### src/rtl/disp_irq_pkg.sv
package disp_irq_pkg;
    localparam int DATA_W = 32;

    // primary status positions
    localparam int S0_LDD  = 0;
    localparam int S0_SOF  = 1;
    localparam int S0_BER  = 2;
    localparam int S0_ACB  = 3;
    localparam int S0_IU0  = 4;
    localparam int S0_IU1  = 5;
    localparam int S0_OU   = 6;
    localparam int S0_QD   = 7;
    localparam int S0_EOF  = 8;
    localparam int S0_BR   = 9;
    localparam int S0_SUB  = 10;
    localparam int S0_RDST = 11;
    localparam int S0_CMD  = 12;
    localparam int S0_CH_LO = 28;

    // primary control positions
    localparam int C0_EN     = 0;
    localparam int C0_M_LDD  = 3;
    localparam int C0_M_SOF  = 4;
    localparam int C0_M_IU   = 5;
    localparam int C0_M_EOF  = 6;
    localparam int C0_DISREQ = 10;
    localparam int C0_M_QD   = 11;
    localparam int C0_M_BR   = 20;
    localparam int C0_M_OU   = 21;
    localparam int C0_M_RDST = 23;
    localparam int C0_M_CMD  = 24;

    localparam logic [DATA_W-1:0] C0_KEEP  = 32'h07FF_FFFF;
    localparam logic [DATA_W-1:0] M1_KEEP  = 32'h3F3F_3F3F;
    localparam logic [DATA_W-1:0] S0_CLRMK = 32'h0000_0FFF;

    typedef struct packed {
        logic [DATA_W-1:0] ctrl0;
        logic [DATA_W-1:0] mask1;
        logic [DATA_W-1:0] stat0;
        logic [DATA_W-1:0] stat1;
        logic [DATA_W-1:0] id;
    } regs_t;
endpackage

### src/rtl/disp_irq_events.sv
module disp_irq_events
    import disp_irq_pkg::*;
#(
    parameter int NCH = 7
) (
    input  logic [NCH-1:0]        sof_pulse,
    input  logic [NCH-1:0]        eof_pulse,
    input  logic [NCH-1:0]        br_pulse,
    input  logic [NCH-1:0]        berr_pulse,
    input  logic [NCH-1:0]        iu_pulse,
    input  logic [NCH-1:0]        sof_en,
    input  logic [NCH-1:0]        eof_en,
    input  logic [NCH*DATA_W-1:0] frame_id,
    input  logic [DATA_W-1:0]     ctrl0,
    input  logic [DATA_W-1:0]     mask1,
    input  logic                  irq_now,
    output logic [DATA_W-1:0]     set0,
    output logic [DATA_W-1:0]     set1,
    output logic                  berr_any,
    output logic [2:0]            berr_chan,
    output logic                  id_load,
    output logic [DATA_W-1:0]     id_val
);
    localparam int CH_W = 3;

    logic [NCH-1:0] sof_hit, eof_hit, sof_um, eof_um, br_um, req;

    for (genvar c = 0; c < NCH; c++) begin : g_ch
        assign sof_hit[c] = sof_pulse[c] & sof_en[c];
        assign eof_hit[c] = eof_pulse[c] & eof_en[c];
        if (c == 0) begin : g_base
            assign sof_um[c] = ~ctrl0[C0_M_SOF];
            assign eof_um[c] = ~ctrl0[C0_M_EOF];
            assign br_um[c]  = ~ctrl0[C0_M_BR];
        end else begin : g_ovl
            assign sof_um[c] = ~mask1[c-1];
            assign eof_um[c] = ~mask1[c+7];
            assign br_um[c]  = ~mask1[c+15];
        end
        assign req[c] = (sof_hit[c] & sof_um[c]) | (eof_hit[c] & eof_um[c])
                      | (br_pulse[c] & br_um[c]) | berr_pulse[c];
    end

    always_comb begin
        set0      = '0;
        set1      = '0;
        berr_chan = '0;
        id_val    = '0;
        set0[S0_SOF] = sof_hit[0];
        set0[S0_EOF] = eof_hit[0];
        set0[S0_BR]  = br_pulse[0];
        set0[S0_IU0] = iu_pulse[0];
        if (NCH > 1) set0[S0_IU1] = iu_pulse[1];
        for (int c = 1; c < NCH; c++) begin
            set1[c-1]  = sof_hit[c];
            set1[c+7]  = eof_hit[c];
            set1[c+15] = br_pulse[c];
            set1[c+23] = iu_pulse[c];
        end
        berr_any = |berr_pulse;
        set0[S0_BER] = berr_any;
        // descending scan: lowest index wins
        for (int c = NCH-1; c >= 0; c--) begin
            if (berr_pulse[c]) berr_chan = CH_W'(c);
            if (req[c])        id_val    = frame_id[c*DATA_W +: DATA_W];
        end
        id_load      = (|req) & ~irq_now;
        set0[S0_SUB] = (|req) & irq_now;
    end
endmodule

### src/rtl/disp_irq_level.sv
module disp_irq_level
    import disp_irq_pkg::*;
(
    input  logic [DATA_W-1:0] stat0,
    input  logic [DATA_W-1:0] stat1,
    input  logic [DATA_W-1:0] ctrl0,
    input  logic [DATA_W-1:0] mask1,
    output logic              irq
);
    logic [DATA_W-1:0] en0;

    always_comb begin
        en0           = '0;
        en0[S0_LDD]   = ~ctrl0[C0_M_LDD];
        en0[S0_SOF]   = ~ctrl0[C0_M_SOF];
        en0[S0_BER]   = 1'b1;
        en0[S0_IU0]   = ~ctrl0[C0_M_IU];
        en0[S0_IU1]   = ~mask1[24];
        en0[S0_OU]    = ~ctrl0[C0_M_OU];
        en0[S0_QD]    = ~ctrl0[C0_M_QD];
        en0[S0_EOF]   = ~ctrl0[C0_M_EOF];
        en0[S0_BR]    = ~ctrl0[C0_M_BR];
        en0[S0_RDST]  = ~ctrl0[C0_M_RDST];
        en0[S0_CMD]   = ~ctrl0[C0_M_CMD];
        irq = (|(stat0 & en0)) | (|(stat1 & ~mask1));
    end
endmodule

### src/rtl/disp_irq_ctrl.sv
module disp_irq_ctrl
    import disp_irq_pkg::*;
#(
    parameter int                NCH       = 7,
    parameter int                ADDR_W    = 8,
    parameter logic [ADDR_W-1:0] OFF_CTRL0 = 8'h00,
    parameter logic [ADDR_W-1:0] OFF_MASK1 = 8'h14,
    parameter logic [ADDR_W-1:0] OFF_STAT1 = 8'h34,
    parameter logic [ADDR_W-1:0] OFF_STAT0 = 8'h38,
    parameter logic [ADDR_W-1:0] OFF_ID    = 8'h3C,
    parameter logic [31:0]       CLR1_MASK = 32'h003E_3F3F
) (
    input  logic                  clk,
    input  logic                  rst_n,
    input  logic [NCH-1:0]        sof_pulse,
    input  logic [NCH-1:0]        eof_pulse,
    input  logic [NCH-1:0]        br_pulse,
    input  logic [NCH-1:0]        berr_pulse,
    input  logic [NCH-1:0]        iu_pulse,
    input  logic [NCH-1:0]        sof_en,
    input  logic [NCH-1:0]        eof_en,
    input  logic [NCH*32-1:0]     frame_id,
    input  logic                  acb_pulse,
    input  logic                  ou_pulse,
    input  logic                  rdst_pulse,
    input  logic                  cmd_pulse,
    input  logic                  frame_done,
    input  logic                  wr_en,
    input  logic [ADDR_W-1:0]     addr,
    input  logic [31:0]           wr_data,
    output logic [31:0]           rd_data,
    output logic                  irq,
    output logic                  lcd_en
);
    localparam int MAX_CH = 7;
    if (NCH < 1 || NCH > MAX_CH) begin : g_bad_nch
        initial $error("NCH must be between 1 and 7");
    end

    regs_t cur_q, nxt_d;

    logic [DATA_W-1:0] set0, set1, id_val;
    logic              berr_any, id_load;
    logic [2:0]        berr_chan;

    disp_irq_events #(.NCH(NCH)) u_events (
        .sof_pulse (sof_pulse),
        .eof_pulse (eof_pulse),
        .br_pulse  (br_pulse),
        .berr_pulse(berr_pulse),
        .iu_pulse  (iu_pulse),
        .sof_en    (sof_en),
        .eof_en    (eof_en),
        .frame_id  (frame_id),
        .ctrl0     (cur_q.ctrl0),
        .mask1     (cur_q.mask1),
        .irq_now   (irq),
        .set0      (set0),
        .set1      (set1),
        .berr_any  (berr_any),
        .berr_chan (berr_chan),
        .id_load   (id_load),
        .id_val    (id_val)
    );

    disp_irq_level u_level (
        .stat0(cur_q.stat0),
        .stat1(cur_q.stat1),
        .ctrl0(cur_q.ctrl0),
        .mask1(cur_q.mask1),
        .irq  (irq)
    );

    logic              wr_c0, wr_m1, wr_s0, wr_s1;
    logic [DATA_W-1:0] clr0, clr1, misc0;

    always_comb begin
        nxt_d = cur_q;
        wr_c0 = wr_en && (addr == OFF_CTRL0);
        wr_m1 = wr_en && (addr == OFF_MASK1);
        wr_s0 = wr_en && (addr == OFF_STAT0);
        wr_s1 = wr_en && (addr == OFF_STAT1);

        misc0          = '0;
        misc0[S0_ACB]  = acb_pulse;
        misc0[S0_OU]   = ou_pulse;
        misc0[S0_RDST] = rdst_pulse;
        misc0[S0_CMD]  = cmd_pulse;

        if (wr_c0) begin
            nxt_d.ctrl0 = wr_data & C0_KEEP;
            if (cur_q.ctrl0[C0_EN] && !wr_data[C0_EN]) misc0[S0_QD] = 1'b1;
        end
        if (frame_done && cur_q.ctrl0[C0_DISREQ]) begin
            nxt_d.ctrl0[C0_EN] = 1'b0;
            misc0[S0_LDD]      = 1'b1;
        end
        if (wr_m1) nxt_d.mask1 = wr_data & M1_KEEP;

        clr0 = wr_s0 ? (wr_data & S0_CLRMK) : '0;
        clr1 = wr_s1 ? (wr_data & CLR1_MASK) : '0;

        nxt_d.stat0 = (cur_q.stat0 & ~clr0) | set0 | misc0;
        if (berr_any)
            nxt_d.stat0[S0_CH_LO +: 3] = berr_chan;
        else if (wr_s0 && wr_data[S0_BER])
            nxt_d.stat0[S0_CH_LO +: 3] = 3'd0;

        nxt_d.stat1 = (cur_q.stat1 & ~clr1) | set1;

        if (id_load) nxt_d.id = id_val;
    end

    always_ff @(posedge clk or negedge rst_n) begin
        if (!rst_n) cur_q <= '0;
        else        cur_q <= nxt_d;
    end

    always_comb begin
        rd_data = '0;
        if      (addr == OFF_CTRL0) rd_data = cur_q.ctrl0;
        else if (addr == OFF_MASK1) rd_data = cur_q.mask1;
        else if (addr == OFF_STAT0) rd_data = cur_q.stat0;
        else if (addr == OFF_STAT1) rd_data = cur_q.stat1;
        else if (addr == OFF_ID)    rd_data = cur_q.id;
    end

    assign lcd_en = cur_q.ctrl0[C0_EN];
endmodule

### config.mk
export PLATFORM = sky130hd
export DESIGN_NAME = disp_irq_ctrl
export DESIGN_NICKNAME = d
export VERILOG_FILES = /design/src/rtl/disp_irq_pkg.sv /design/src/rtl/disp_irq_events.sv /design/src/rtl/disp_irq_level.sv /design/src/rtl/disp_irq_ctrl.sv
export SDC_FILE = /design/constraint.sdc
export NUM_CORES = 1
export LEC_CHECK = 0
export ABC_AREA = 1
export CAP_MARGIN = 20
export CORE_AREA = 3 3 137 139
export CTS_CLUSTER_SIZE = 20
export DETAILED_ROUTE_END_ITERATION = 16
export DIE_AREA = 0 0 140 142
export DONT_BUFFER_PORTS = 1
export PLACE_DENSITY = 0.66
export REMOVE_ABC_BUFFERS = 1
export SKIP_CTS_REPAIR_TIMING = 1
export SYNTH_ARGS = -nofsm -noshare
export SYNTH_HDL_FRONTEND = slang
export SYNTH_SLANG_ARGS = --single-unit
### constraint.sdc
create_clock -name clk -period 1.55 [get_ports clk]
set_input_delay 0.31 -clock clk [delete_from_list [all_inputs] [get_ports clk]]
set_output_delay 0.31 -clock clk [all_outputs]
set_load 0.01 [all_outputs]
== After elaboration in Yosys (flattened, before gate mapping) ==
Cells that the tools add are included.

* Logic and storage cells: 150
* Bits in registers: 147
* Input bits: 321
* Output and inout port bits: 34

* Mux-type cells: 28
* Equal/unequal tests: 4
* Bitwise gates (word level): 98
* Reduce and logical (&&, ||, !) cells: 14

{| class="wikitable"
|+ Operators with widths
! kind !! count
|-
| 32-bit 2-to-1 mux || 12
|-
| 32-bit bitwise AND || 3
|-
| 32-bit OR reduction || 2
|-
| 1-bit bitwise AND || 37
|-
| 32-bit by 13-bit bitwise AND with 32-bit output || 1
|-
| 12-bit inverter with 32-bit output || 1
|-
| 22-bit inverter with 32-bit output || 1
|-
| 30-bit inverter with 32-bit output || 1
|-
| 32-bit by 11-bit bitwise OR with 32-bit output || 1
|-
| 32-bit by 13-bit bitwise OR with 32-bit output || 1
|-
| 32-bit by 30-bit bitwise OR with 32-bit output || 1
|-
| 1-bit inverter || 29
|-
| 3-bit 2-to-1 mux || 9
|-
| 8-bit by 6-bit == test with 1-bit output (second input constant) || 3
|-
| 22-bit 2-to-1 mux || 1
|-
| 1-bit bitwise OR || 22
|-
| 7-bit OR reduction || 2
|-
| 12-bit 2-to-1 mux || 1
|-
| 8-bit by 5-bit == test with 1-bit output (second input constant) || 1
|-
| 8-bit zero test || 1
|-
| 1-bit logical AND || 7
|-
| 1-bit 2-to-1 mux || 5
|-
| 2-bit nonzero test || 1
|-
| 1-bit zero test || 1
|}

== Longest topological paths before layout ==
Gate-level depths: netlist of the first run.

* Word-level depth: 12
* Gate-level depth with buffers: 13
* Depth with buffers taken out: 12

== By module ==
Synthesis of the first run repeated with hierarchy kept, for this count alone.

* Cells, all modules: 1,538
* Area total of the unflattened synthesis: 10,277.4 sq um

{| class="wikitable"
|+ Modules (own cells, without submodules)
! module !! area an instance (sq um) !! seq. area each (sq um) !! cells an instance !! times used
|-
| disp_irq_ctrl || 6,596.3 || 3,678.5 || 788 || 1
|-
| disp_irq_events || 3,220.6 || 0.0 || 629 || 1
|-
| disp_irq_level || 460.4 || 0.0 || 121 || 1
|}

== Least setup slack after synthesis of the first run ==
Ideal clock, no wire load.

* Kind: input to output
* Start: input port addr[7]
* End: output port rd_data[25]
* Arrival time: 1,347 ps
* Buffers on the path: 2
* Setup slack: -107 ps
* Data required time: 1,240 ps
* Stages: 8
* Cell sequence: nor2_2 nand2_1 nor2_2 and2_0 buf_2 buf_4 nand2_1 a31oi_1

* Word-level cells in the longest chain between the ends: 6
* Elaborated cells on any way between the ends: 10
* Classes of those cells: eq/ne (4); mux (5); reduce/logical (1)

{| class="wikitable"
|+ Ends and longest elaborated chain
! what !! line !! RTL
|-
| from (decl) || disp_irq_ctrl.sv:29 || <nowiki>input logic [ADDR_W-1:0] addr,</nowiki>
|-
| 8-bit by 6-bit == test with 1-bit output || disp_irq_ctrl.sv:125 || <nowiki>else if (addr == OFF_ID) rd_data = cur_q.id;</nowiki>
|-
| 32-bit 2-to-1 mux || disp_irq_ctrl.sv:125 ||
|-
| 32-bit 2-to-1 mux || disp_irq_ctrl.sv:124 || <nowiki>else if (addr == OFF_STAT1) rd_data = cur_q.stat1;</nowiki>
|-
| 32-bit 2-to-1 mux || disp_irq_ctrl.sv:123 || <nowiki>else if (addr == OFF_STAT0) rd_data = cur_q.stat0;</nowiki>
|-
| 32-bit 2-to-1 mux || disp_irq_ctrl.sv:122 || <nowiki>else if (addr == OFF_MASK1) rd_data = cur_q.mask1;</nowiki>
|-
| 32-bit 2-to-1 mux * || disp_irq_ctrl.sv:121 || <nowiki>if (addr == OFF_CTRL0) rd_data = cur_q.ctrl0;</nowiki>
|-
| to (decl) || disp_irq_ctrl.sv:31 || <nowiki>output logic [31:0] rd_data,</nowiki>
|}

Mark *: on every way between the ends. The rest lies on a longest branch, timed or not.

== Final worst setup path of the first run ==
* Start: register cur_q[64] (netlist name)
* End: output port irq

* Word-level cells in the longest chain between the ends: 3

{| class="wikitable"
|+ Ends and longest elaborated chain
! what !! line !! RTL
|-
| from (decl) || disp_irq_ctrl.sv:40 || <nowiki>regs_t cur_q, nxt_d;</nowiki>
|-
| from (signal assigned) || disp_irq_ctrl.sv:116 || <nowiki>else cur_q <= nxt_d;</nowiki>
|-
| 32-bit by 13-bit bitwise AND with 32-bit output || disp_irq_level.sv:25 || <nowiki>irq = (|(stat0 & en0)) | (|(stat1 & ~mask1));</nowiki>
|-
| 32-bit OR reduction || disp_irq_level.sv:25 ||
|-
| 1-bit bitwise OR || disp_irq_level.sv:25 ||
|-
| to (decl) || disp_irq_ctrl.sv:32 || <nowiki>output logic irq,</nowiki>
|}

No other way between the ends.

==> out/metrics.cfg, run 1 <==
[global_routing]
grt_pass1_wl_um=46570
grt_pass1_vias=8418
grt-ovfl-total=0
grt_max_degree=124
grt_util_all_layers_pct=30.14
antenna_found_initial=0

[synth]
synth.ff_latch_count=123
synth_warnings=0
ys_seq_area_share_pct=35.51
async_reset_ff_share_pct=100.0
synth_cells=1337
synth_edf_count=0
synth-main-ff-cell=dfrtp_1
yosys.cell_types.count=44
syn_area_per_cell_um2=6.482
synth_area_um2=8667

[setup_path]
reg2reg_setup_slack_ns=-0.31
endpoint_kind=primary output
worstReg2RegStart=cur_q[64]
r2r_end=cur_q[11]
path_max_fanout=2
critical_path.startpoint=cur_q[64]
worstPathArrival_ns=1.59
critical_path_required_ns=1.24
critPathLaunchType=flop
ff2ff_path_depth=11
critical_path_class=reg -> out

[pwr]
power_leakage_uw=0.005831
power.switching_uw=2215
combPwrFrac_pct=13.4
power.density_nw_per_um2=733.7
p_sw_share_pct=25.47
vdd_drop_max_v=0.0007392
clkPwrFrac_pct=47.9
power.total_uw=8697
seq_power_share_pct=38.7
intPower_uw=6482

[die]
io_pins=355
initial_core_util_pct=48.75
row_count=49
dieWidth_um=140
die_height_um=142
die_area_um2=19880
core_um2=17780

[status]
run_status=finished with violations
violations=hold timing, setup timing

[routing]
avgViaCountPerCell=5.592
wl_um=34450
wire_per_inst_um=19.98
drtPass1Iterations=5
vias=9640
remaining_drc_errors=0
drtAntennaViolNets=0
drtIter0Drc=713

[timing]
slew_violations=0
report.final.setup_viol=65
slew_headroom_pct=60.60
fin_crit_sh_pct=122.9
fin_hold_ws_ns=-0.4178
fin_skew_ns=0.008381
rsz0062_at_grt=true
timing_hold_violations_final=123
layout_min_cycle_time_ns=1.904
worstMarginPinSlew_ns=0.5856
fin_ws_ns=-0.3543
max_freq_mhz=525.1

[final_layout]
fin_cells=1724
nets=1804
final_common_cell=nand2_1
antennaDiodeCount=0
final_cell_mix=nand2_1, inv_1, nor2_1
area_growth_pct=36.77
layout-drive-gt1-share_pct=28.70
fillers=1521

[placed_design]
routabilityCongestion=0.8936
dpl.hpwl_um=23740
io_buffers=0
dp_cells=1641

[clock_tree]
cts_num_sinks=123
clock_path_buffers=2
cts_buffers=17
root_buffer=clkbuf_16
cts_tree=built
htreeDepth=4
path_clk_slew_ns=0.06
clock_latency_ns=0.42

[job]
cap_violations=0

[hold_path]
holdCritPathClass=in -> async

## worst max path at each step
stage | depth (start not counted) | slack [ns] | endpoint
3_5_place_dp | 8 | -0.32 | rd_data[25]
6_report | 7 | -0.35 | irq
3_3_place_gp | 12 | -0.29 | cur_q[6]
5_1_grt | 7 | -0.38 | irq
2_1_floorplan | 7 | -2.41 | cur_q[26]
4_1_cts | 7 | -0.50 | irq
## power by group through the flow
stage	clock network, uW	registers (uW)	logic, uW
floorplan	0	3400	607
global placement	0	3410	946
detailed placement	0	3410	960
CTS	4180	3360	967
global route	4320	3370	1280
finish	4160	3360	1170
## logic make-up after synthesis
| kind of cell | Yosys count | synth area share, % |
|---|---|---|
| flip-flops | 123 | 35.51 |
| multiplexers | 2 | 0.2598 |
| AO/OA/AOI/OAI | 301 | 20.34 |
| AND/OR/NAND/NOR | 663 | 31.76 |
| buffers and inverters | 248 | 12.13 |
## routing by layer
metal | global-route usage (%) | vias to the layer above | part of all wire [%] | routed length (um)
met3 | 6.183 | 105 | 8.4 | 2890
met4 | 8.618 | 0 | 4.1 | 1408
met5 | 0 | - | 0 | 0
met2 | 49.99 | 554 | 49 | 16770
li1 | - | 4507 | - | -
met1 | 40.33 | 4474 | 39 | 13380
## metrics by stage
step	hold slack (ns)	utilization [%]	area [um2]	setup TNS, ns	setup slack [ns]
floorplan	0.01441	-	8305	-103.58	-2.415
global placement	0.01893	55.66	9896	-21.15	-0.2919
detailed placement	0.01839	55.66	9896	-25.27	-0.3160
CTS	-0.4319	59.06	10500	-15.25	-0.5033
global route	-0.4303	66.67	11850	-17.55	-0.3833
finish	-0.4178	66.67	11850	-13.79	-0.3543
## registers in the layout, indices dropped and copies added, names as in the netlist
name,count
cur_q,122
lcd_en,1
## cell usage after synthesis (2+ instances only)
cell type	count	area share (%)
nand2_1	421	18
inv_1	161	7.0
nor2_1	151	6.5
a21oi_1	146	8.4
dfrtp_1	123	36
o21ai_1	60	3.5
nor2_2	39	2.8
buf_2	34	2.0
a21oi_2	31	3.1
inv_2	21	0.91
clkbuf_1	18	0.78
o21ai_0	16	0.92
nand3_1	15	0.87
o2111ai_1	15	1.5
a22oi_1	9	0.78
or2_2	8	0.58
o211ai_1	7	0.61
a22o_1	5	0.51
buf_4	5	0.43
nand4_1	5	0.36
nand2_2	4	0.29
nand3b_1	4	0.35
nor3_1	4	0.23
o22ai_1	4	0.29
buf_6	3	0.39
buf_8	3	0.52
o21bai_1	3	0.26
a31oi_1	2	0.14
buf_1	2	0.087
mux2_1	2	0.26
nor2_4	2	0.26
o221ai_1	2	0.20
## layout make-up
class	instances	area (um2)	share of cell area [%]
clock buffer	24	491.7	4.148
clock inverter	7	112.6	0.9500
inverter	183	710.7	5.995
multi-input combinational	966	5189	43.77
sequential	123	3079	25.98
tap	229	286.5	2.417
timing repair buffer	192	1984	16.74
## critical path, cell delays in order (launching register included)
cell and delay, ns:
dfrtp_1 0.40, nand2_1 0.10, o21ai_2 0.06, a21oi_2 0.15, nand3_1 0.12, nor2_2 0.15, buf_4 0.13, nand2_4 0.06
(Power assumes the default switching activity.)
==> run 2, diff against run 1 <==
--- a/config.mk
+++ b/config.mk
@@ -7,12 +7,11 @@
 export LEC_CHECK = 0
 export ABC_AREA = 1
 export CAP_MARGIN = 20
-export CORE_AREA = 3 3 137 139
+export CORE_MARGIN = 3
+export CORE_UTILIZATION = 40
 export CTS_CLUSTER_SIZE = 20
 export DETAILED_ROUTE_END_ITERATION = 16
-export DIE_AREA = 0 0 140 142
-export DONT_BUFFER_PORTS = 1
-export PLACE_DENSITY = 0.66
+export PLACE_DENSITY = 0.78
 export REMOVE_ABC_BUFFERS = 1
 export SKIP_CTS_REPAIR_TIMING = 1
 export SYNTH_ARGS = -nofsm -noshare
==> out/metrics.cfg, run 2 (synthesis gave the netlist of run 1 again) <==
[setup_path]
crit_cells=11
critical_path_required_ns=1.24
worstPathArrival_ns=1.81
endpoint=rd_data[7]
worstReg2RegStart=cur_q[116]
ff2ff_path_depth=13
slowest_delay_ns=0.29
path_cells=buf_6, nor2_4, buf_4, buf_4, nand3_2, nor2_4, buf_12, clkbuf_16, nand2_1, o211ai_1, buf_2
r2r_end=cur_q[29]
path_buf_inv=6
critPathLaunchType=input pin
crit_slowest_cell=nor2_4
critical_path.startpoint=addr[0]
reg2reg_setup_slack_ns=-0.47
endpoint_kind=primary output
critPathTopFamily=buffers and inverters
critical_path_class=in -> out
path_max_fanout=5

[die]
core_um2=21150
die_area_um2=23470
dieWidth_um=153.2
io_pins=355
initial_core_util_pct=40.97
row_count=53
die_height_um=153.2

[timing]
layout_min_cycle_time_ns=2.125
max_freq_mhz=470.6
fin_skew_ns=0.009790
slew_headroom_pct=69.51
fin_hold_ws_ns=0.3459
fin_ws_ns=-0.5750
worstMarginPinSlew_ns=0.4574
rsz0062_at_grt=true
fin_crit_sh_pct=137.1
timing_hold_violations_final=0
report.final.setup_viol=120
slew_violations=0

[job]
cap_violations=0

[clock_tree]
cts_num_sinks=123
htreeDepth=4
path_clk_slew_ns=0.06
clock_path_buffers=2
cts_buffers=17
clock_latency_ns=0.44
cts_tree=built
root_buffer=clkbuf_16

[final_layout]
final_cell_mix=nand2_1, clkdlybuf4s50_1, inv_1
largest_reg_flops=122
largest-register=cur_q
area_growth_pct=80.44
fin_util_pct=73.93
nets=2168
final_common_cell=nand2_1
layout-drive-gt1-share_pct=26.45

[status]
violations=setup timing
run_status=finished with violations

[routing]
wl_um=44180
drtPass1Iterations=6
remaining_drc_errors=0
drtIter0Drc=1284
avgViaCountPerCell=5.459
drtAntennaViolNets=0
wire_per_inst_um=20.67
vias=11670

[pwr]
seq_power_share_pct=34.6
power.switching_uw=2666
combPwrFrac_pct=22.6
power.density_nw_per_um2=620.0
clkPwrFrac_pct=42.8
power_leakage_uw=0.007425
intPower_uw=7030
vdd_drop_max_v=0.0007910
p_sw_share_pct=27.49

[hold_path]
holdCritPathClass=in -> async

[global_routing]
grt_pass1_vias=10720
antenna_found_initial=3
grt_util_all_layers_pct=30.36
grt_max_degree=47
grt_pass1_wl_um=56350
grt-ovfl-total=0

[placed_design]
io_buffers=352
routabilityCongestion=0.9457
dpl.hpwl_um=27900

==> run 2: changes by cell type in the layout (fill, tap and decap cells not counted), moves of 10 or more <==
cell / previous run / this run
clkdlybuf4s50_1: 0 / 309
o2111ai_2: 14 / 4
dlygate4sd3_1: 20 / 1
buf_2: 1 / 22
nor2_1: 137 / 120
buf_4: 124 / 142
o2111ai_1: 1 / 11
==> run 2: layout make-up <==
type                    instances  area, um2
repair buffers                553       5619
well taps                     275      344.1
multi-input cells             966       5195
diodes                          3      7.507
repair inverters                3      70.07
clock inverters                14      172.7
fillers                      1516       5515
inverters                     183      723.2
flip-flops and latches        123       3078
clock buffers                  18      429.2
==> run 2: through the flow <==
step           setup WS [ns]  TNS (ns)  std cells  power [uW]  cell area, um2
6_report             -0.5750    -37.74       2138        9696           15640
5_1_grt              -0.6047    -43.44       2138        9977           15640
3_3_place_gp          -1.220   -113.80       2057        5342           13670
4_1_cts               -1.295    -73.29       2089        9457           14280
2_1_floorplan         -2.415   -103.58       1272        4006            8305
3_5_place_dp          -1.298   -118.92       2057        5372           13670
==> run 2: how the worst min path moves through the flow <==
stage               depth (start not counted)   from         end  slack [ns]
global placement                            1  rst_n   cur_q[10]        0.25
finish                                      2  rst_n  cur_q[138]        0.35
global route                                2  rst_n  cur_q[138]        0.37
detailed placement                          1  rst_n  cur_q[154]        0.25
CTS                                         1  rst_n  cur_q[154]       -0.20
floorplan                                   0  rst_n    cur_q[0]        0.01
==> run 2: power groups by stage <==
stage | Sequential (uW) | Clock [uW] | Combinational [uW]
finish | 3360 | 4150 | 2190
CTS | 3350 | 4130 | 1980
detailed placement | 3410 | 0 | 1970
global route | 3360 | 4280 | 2340
floorplan | 3400 | 0 | 607
global placement | 3400 | 0 | 1940
==> run 2: routing by layer <==
metal	share of wire (%)	up-vias	GRT usage, %
met3	11	248	6.314
met5	0	-	0
li1	-	5246	-
met1	36	5328	36.34
met4	7.4	0	15.61
met2	46	849	51.53
==> run 2: worst reg2reg max path, cell delays in order, from the launching register on <==
cell	delay, ns
dfrtp_1	0.38
inv_2	0.05
buf_6	0.12
a21oi_4	0.18
inv_2	0.07
nor2_4	0.13
nand2_2	0.08
nor2_4	0.10
nand2_2	0.09
nand3_4	0.14
buf_12	0.25
clkinv_16	0.14
nor2_4	0.15
a21oi_2	0.04
